### src/rtl/oneshot_pkg.sv
package oneshot_pkg;
   // synchroniser depth used for every asynchronous input
   localparam int SYNC_DEPTH = 2;
   // level a trigger group takes in reset (inactive value)
   typedef enum logic {LVL_LOW = 1'b0, LVL_HIGH = 1'b1} idle_lvl_e;
endpackage

### src/rtl/oneshot_sync.sv
module oneshot_sync
   import oneshot_pkg::*;
#(
   parameter int        N     = 1,
   parameter idle_lvl_e IDLE  = LVL_LOW
) (
   input  logic         clk,
   input  logic         rst_n,
   input  logic [N-1:0] d,
   output logic [N-1:0] q
);
   localparam logic [N-1:0] RST_V = {N{logic'(IDLE)}};

   logic [N-1:0] stage [SYNC_DEPTH];

   generate
      if (SYNC_DEPTH < 2) begin : g_bad_depth
         $error("synchroniser needs at least two stages");
      end
   endgenerate

   always_ff @(posedge clk or negedge rst_n) begin
      if (!rst_n) begin
         for (int s = 0; s < SYNC_DEPTH; s++) stage[s] <= RST_V;
      end else begin
         stage[0] <= d;
         for (int s = 1; s < SYNC_DEPTH; s++) stage[s] <= stage[s-1];
      end
   end

   assign q = stage[SYNC_DEPTH-1];
endmodule

### src/rtl/oneshot_filt.sv
module oneshot_filt
   import oneshot_pkg::*;
#(
   parameter int        N      = 1,
   parameter int        STABLE = 2,
   parameter idle_lvl_e IDLE   = LVL_LOW
) (
   input  logic         clk,
   input  logic         rst_n,
   input  logic [N-1:0] d,
   output logic [N-1:0] q
);
   generate
      if (STABLE < 1) begin : g_bad
         $error("STABLE must be at least 1");
      end else if (STABLE == 1) begin : g_pass
         for (genvar i = 0; i < N; i++) begin : g_bit
            logic lvl;
            always_ff @(posedge clk or negedge rst_n) begin
               if (!rst_n) lvl <= logic'(IDLE);
               else        lvl <= d[i];
            end
            assign q[i] = lvl;
         end
      end else begin : g_count
         localparam int CW = $clog2(STABLE);
         localparam logic [CW-1:0] LAST = CW'(STABLE - 1);
         for (genvar i = 0; i < N; i++) begin : g_bit
            logic          lvl;
            logic [CW-1:0] run;
            always_ff @(posedge clk or negedge rst_n) begin
               if (!rst_n) begin
                  lvl <= logic'(IDLE);
                  run <= '0;
               end else if (d[i] == lvl) begin
                  run <= '0;
               end else if (run == LAST) begin
                  lvl <= d[i];
                  run <= '0;
               end else begin
                  run <= run + 1'b1;
               end
            end
            assign q[i] = lvl;
         end
      end
   endgenerate
endmodule

### src/rtl/oneshot_gate.sv
module oneshot_gate #(
   parameter int NUM_A = 2,
   parameter int NUM_B = 2
) (
   input  logic             clk,
   input  logic             rst_n,
   input  logic [NUM_A-1:0] lo_lvl,
   input  logic [NUM_B-1:0] hi_lvl,
   input  logic             clr_ok,
   output logic             fire
);
   logic cond, cond_q;

   assign cond = (~&lo_lvl) & (&hi_lvl) & clr_ok;

   always_ff @(posedge clk or negedge rst_n) begin
      if (!rst_n) cond_q <= 1'b0;
      else        cond_q <= cond;
   end

   assign fire = cond & ~cond_q;
endmodule

### src/rtl/oneshot_timer.sv
module oneshot_timer #(
   parameter int CNT_W = 16
) (
   input  logic             clk,
   input  logic             rst_n,
   input  logic             clr_ok,
   input  logic             fire,
   input  logic [CNT_W-1:0] width,
   input  logic [CNT_W-1:0] holdoff,
   output logic             active,
   output logic [CNT_W-1:0] cnt,
   output logic [CNT_W-1:0] hold
);
   logic take;

   assign take = fire & (hold == '0);

   always_ff @(posedge clk or negedge rst_n) begin
      if (!rst_n) begin
         active <= 1'b0;
         cnt    <= '0;
         hold   <= '0;
      end else if (!clr_ok) begin
         active <= 1'b0;
         cnt    <= '0;
         hold   <= '0;
      end else if (take) begin
         active <= 1'b1;
         cnt    <= width;
         hold   <= holdoff;
      end else begin
         if (active) begin
            if (cnt == '0) active <= 1'b0;
            else           cnt    <= cnt - 1'b1;
         end
         if (hold != '0) hold <= hold - 1'b1;
      end
   end
endmodule

### src/rtl/retrig_oneshot.sv
module retrig_oneshot
   import oneshot_pkg::*;
#(
   parameter int NUM_A  = 2,
   parameter int NUM_B  = 2,
   parameter int CNT_W  = 16,
   parameter int STABLE = 2
) (
   input  logic             clk,
   input  logic             rst_n,
   input  logic [NUM_A-1:0] trig_lo_i,
   input  logic [NUM_B-1:0] trig_hi_i,
   input  logic             clr_n_i,
   input  logic [CNT_W-1:0] width_i,
   input  logic [CNT_W-1:0] holdoff_i,
   output logic             q_o,
   output logic             q_n_o
);
   generate
      if (NUM_A < 1 || NUM_B < 1) begin : g_bad_groups
         $error("each trigger group needs at least one input");
      end
      if (CNT_W < 1) begin : g_bad_width
         $error("CNT_W must be positive");
      end
   endgenerate

   logic [NUM_A-1:0] lo_s, lo_f;
   logic [NUM_B-1:0] hi_s, hi_f;
   logic             clr_s;
   logic             fire;
   logic             active;
   logic [CNT_W-1:0] cnt_w, hold_w;

   oneshot_sync #(.N(NUM_A), .IDLE(LVL_HIGH)) u_sync_lo (
      .clk(clk), .rst_n(rst_n), .d(trig_lo_i), .q(lo_s));
   oneshot_sync #(.N(NUM_B), .IDLE(LVL_LOW)) u_sync_hi (
      .clk(clk), .rst_n(rst_n), .d(trig_hi_i), .q(hi_s));
   oneshot_sync #(.N(1), .IDLE(LVL_LOW)) u_sync_clr (
      .clk(clk), .rst_n(rst_n), .d(clr_n_i), .q(clr_s));

   oneshot_filt #(.N(NUM_A), .STABLE(STABLE), .IDLE(LVL_HIGH)) u_filt_lo (
      .clk(clk), .rst_n(rst_n), .d(lo_s), .q(lo_f));
   oneshot_filt #(.N(NUM_B), .STABLE(STABLE), .IDLE(LVL_LOW)) u_filt_hi (
      .clk(clk), .rst_n(rst_n), .d(hi_s), .q(hi_f));

   oneshot_gate #(.NUM_A(NUM_A), .NUM_B(NUM_B)) u_gate (
      .clk(clk), .rst_n(rst_n), .lo_lvl(lo_f), .hi_lvl(hi_f),
      .clr_ok(clr_s), .fire(fire));

   oneshot_timer #(.CNT_W(CNT_W)) u_tmr (
      .clk(clk), .rst_n(rst_n), .clr_ok(clr_s), .fire(fire),
      .width(width_i), .holdoff(holdoff_i),
      .active(active), .cnt(cnt_w), .hold(hold_w));

   assign q_o   = active;
   assign q_n_o = ~active;
endmodule

### config.mk
export PLATFORM = sky130hd
export DESIGN_NAME = retrig_oneshot
export DESIGN_NICKNAME = d
export VERILOG_FILES = /design/src/rtl/oneshot_pkg.sv /design/src/rtl/oneshot_sync.sv /design/src/rtl/oneshot_filt.sv /design/src/rtl/oneshot_gate.sv /design/src/rtl/oneshot_timer.sv /design/src/rtl/retrig_oneshot.sv
export SDC_FILE = /design/constraint.sdc
export NUM_CORES = 1
export LEC_CHECK = 0
export ABC_AREA = 1
export BUFFER_PORTS_ARGS = -buffer_cell sky130_fd_sc_hd__buf_2
export CORE_ASPECT_RATIO = 0.75
export CORE_MARGIN = 2
export CORE_UTILIZATION = 35
export CTS_BUF_LIST = sky130_fd_sc_hd__clkbuf_2 sky130_fd_sc_hd__clkbuf_4 sky130_fd_sc_hd__clkbuf_8
export CTS_CLUSTER_SIZE = 14
export DETAILED_ROUTE_END_ITERATION = 12
export PLACE_DENSITY = 0.6
export SYNTH_ARGS = -nofsm -noshare
export SYNTH_HDL_FRONTEND = slang
export SYNTH_SLANG_ARGS = --single-unit
### constraint.sdc
create_clock -name clk -period 3.1 [get_ports clk]
set_input_delay 0.465 -clock clk [delete_from_list [all_inputs] [get_ports clk]]
set_output_delay 0.465 -clock clk [all_outputs]
set_load 0.005 [all_outputs]
==> impl_metrics.tcl <==
set metrics [dict create \
    ctsResizeCount 0 \
    grt_max_degree 49 \
    hold_viol_final 0 \
    synthTopCellsByArea "dfrtp_1 36%, nand2_1 19%, inv_1 6.3%, nor2_1 5.7%, nand4_1 5.6%" \
    syn_area_sq_um 3229 \
    gr-usage-all-layers_pct 16.74 \
    cp_max_fo 28 \
    cp-start-kind "flop" \
    post_cts_buffers 0 \
    top_regs "u_tmr.cnt: 16 flops, u_tmr.hold: 16 flops" \
    grt_first_pass_wirelength_um 13030 \
    cp-end-kind "flop" \
    min_path_cells 1 \
    setup_viol 0 \
    ys_ff_latch 52 \
    gp_congestion 0.8516 \
    fin_crit_sh_pct 71.71 \
    tns_ps 0 \
    htree_num_levels 2 \
    root_buffer "clkbuf_8" \
    dp_cells 593 \
    die_height_um 87.19 \
    cts.sinks 52 \
    rows 30 \
    dp_hpwl_um 5499 \
    cts.clk_slew.worst_paths_ps 100 \
    p_seq_share_pct 31.4 \
    nNetsFinal 530 \
    route.final.wire_length_um 7627 \
    synth_top_area_share_pct 35.65 \
    p_leak_nw 1.990 \
    synth_nets 491 \
    ys_seq_area_share_pct 40.53 \
    r2r-end "u_tmr.cnt[5]$_DFFE_PN0P_" \
    first_pass_iters 4 \
    ios 41 \
    wl_per_cell_um 12.69 \
    r2r_cells 8 \
    critPathKind "reg2reg" \
    fp.dieW_um 114.9 \
    rsz0062_at_grt "false" \
    max_freq_mhz 449.8 \
    synth_cell_types 30 \
    rrSetupSlack_ps 880 \
    outcome "complete, no violations" \
    initial_core_util_pct 35.85 \
    final-max-slew-violation-count 0 \
    portBuffers 40 \
    cp-startpoint "u_tmr.hold[0]$_DFFE_PN0P_" \
    coreArea_sq_um 9009 \
    grt_pass1_vias 2678 \
    cp.arrival_ps 2480 \
    antenna_found_initial 0 \
    p_clk_share_pct 13.0 \
    n_antenna_cell 0 \
    fin_util_pct 40.07 \
    critical_path_required_ps 3360 \
    syn2layout_area_growth_pct 11.78 \
    drt_iter0_markers 143 \
    num-fill-cells 986 \
    dpl_cell_area_sq_um 3517 \
    avgSynthCellArea_sq_um 7.192 \
    p_sw_mw 1.545 \
    combPwrFrac_pct 55.6 \
    cts_tree "done" \
    maxCapViolCount 0 \
    vias_per_cell 4.832 \
    drcViolationCount 0 \
    max_slew_margin_pct 26.45 \
    p_per_area_nw_per_um2 875.8 \
    yosys_warnings 0 \
    dieArea_sq_um 10020 \
    cts_max_path_buffers 2 \
    num_vias 2904 \
    clk-insertion-delay-late_ps 320 \
    antenna_left 0 \
    cts_buffers 5 \
    ir_drop_mv 0.3337 \
    final_cells 601 \
    design_area_sq_um 3610 \
    holdCritPathClass "in2reg" \
    crit_end "u_tmr.cnt[5]$_DFFE_PN0P_" \
    grt_overflow 0 \
    clock-skew-final_ps 8.468 \
    period_needed_ps 2223 \
    worstMarginPinSlew_ps 1103 \
    crit-reg2reg-launch "u_tmr.hold[0]$_DFFE_PN0P_" \
    layout-drive-gt1-share_pct 17.18 \
    switching_share_pct 48.88 \
    hold_buffers 0 \
    yosys.area.top_type "dfrtp_1" \
    p_int_mw 1.616 \
    netlist_instances 449 \
]
-- cells in the mapped netlist (all sizes together) --
| cell type | n |
|---|---|
| a21o | 1 |
| a21oi | 8 |
| buf | 13 |
| dfrtp | 46 |
| dfstp | 6 |
| ha | 3 |
| inv | 54 |
| mux2 | 4 |
| nand2 | 171 |
| nand3 | 27 |
| nand3b | 2 |
| nand4 | 29 |
| nor2 | 57 |
| nor3 | 2 |
| o21ai | 13 |
| xnor2 | 6 |
| xor2 | 7 |
-- logic make-up after synthesis --
logic type	after synthesis	share of synthesized area (%)
buffers and inverters	67	9.259
multiplexers	4	1.395
AND/OR/NAND/NOR	288	39.71
flip-flops	52	40.53
adder cells (fa/ha/maj)	3	1.162
AO/OA/AOI/OAI	22	4.417
XOR/XNOR	13	3.526
-- layout make-up --
cell class	instances	area, sq um	share of cell area, %
tap	112	140.1	3.882
clock inverter	2	16.27	0.4506
clock buffer	6	76.32	2.114
sequential	52	1309	36.26
timing repair buffer	45	237.7	6.586
inverter	54	202.7	5.615
multi-input combinational	330	1628	45.10
-- how the worst min path moves through the flow --
stage                                       start                                          to  slack (ps)
floorplan                                   rst_n  u_filt_hi.g_count.g_bit[0].lvl$_DFFE_PN0P_         170
global placement     u_sync_hi.stage[2]$_DFF_PN0_                    u_sync_hi.q[0]$_DFF_PN0_         330
detailed placement  u_sync_clr.stage[1]$_DFF_PN0_                      u_sync_clr.q$_DFF_PN0_         340
CTS                                  trig_lo_i[0]                u_sync_lo.stage[2]$_DFF_PN1_         220
global route                         trig_lo_i[0]                u_sync_lo.stage[2]$_DFF_PN1_         220
finish                               trig_lo_i[1]                u_sync_lo.stage[3]$_DFF_PN1_         240
-- routing by layer --
metal / share of wire (%) / vias up / global-route usage (%)
met1: 51 / 1356 / 25.31
met5: 0 / - / 0
li1: - / 1488 / -
met2: 42 / 53 / 23.69
met3: 6.2 / 7 / 3.549
met4: 1.1 / 0 / 5.367
-- per-stage QoR --
stage,worst slack (ps),power [mW],hold WS [ps]
floorplan,1426,2.363,169.4
global placement,940.6,2.730,332.6
detailed placement,888.7,2.753,336.2
CTS,868.4,3.178,222.6
global route,632.6,3.496,216.4
finish,876.8,3.161,244.3
-- layout by cell type (no fill, tap or decap), types with 2 or more instances in the layout --
| cell type | n |
|---|---|
| o21ai_2 | 5 |
| xnor2_1 | 6 |
| a21oi_1 | 7 |
| nor2_2 | 5 |
| nand4_1 | 29 |
| o21ai_0 | 6 |
| nor2_1 | 49 |
| dfrtp_1 | 46 |
| xor2_1 | 7 |
| nand3_1 | 25 |
| mux2_2 | 4 |
| o21ai_1 | 2 |
| ha_1 | 3 |
| buf_2 | 40 |
| nand2_2 | 4 |
| clkbuf_8 | 5 |
| dfstp_2 | 6 |
| inv_1 | 54 |
| nand3b_1 | 2 |
| nor2_8 | 2 |
| nand2_1 | 167 |
| buf_4 | 5 |
-- power groups by stage --
stage / Combinational, mW / Sequential [mW] / Clock [mW]
final: 1.76 / 0.992 / 0.410
after global routing: 2.03 / 1.02 / 0.450
after CTS: 1.76 / 0.992 / 0.428
after detailed placement: 1.75 / 1.00 / 0
after global placement: 1.73 / 0.997 / 0
after floorplan: 1.40 / 0.963 / 0
-- critical path, cell delays in order, from the launching register on --
cell     delay, ps
dfrtp_1        420
inv_1          110
ha_1           200
nand2_2        100
nor2_8         380
nand3_4        250
a21oi_4        510
nand2_1        110
nand2_1         80
(Power assumes the default switching activity.)
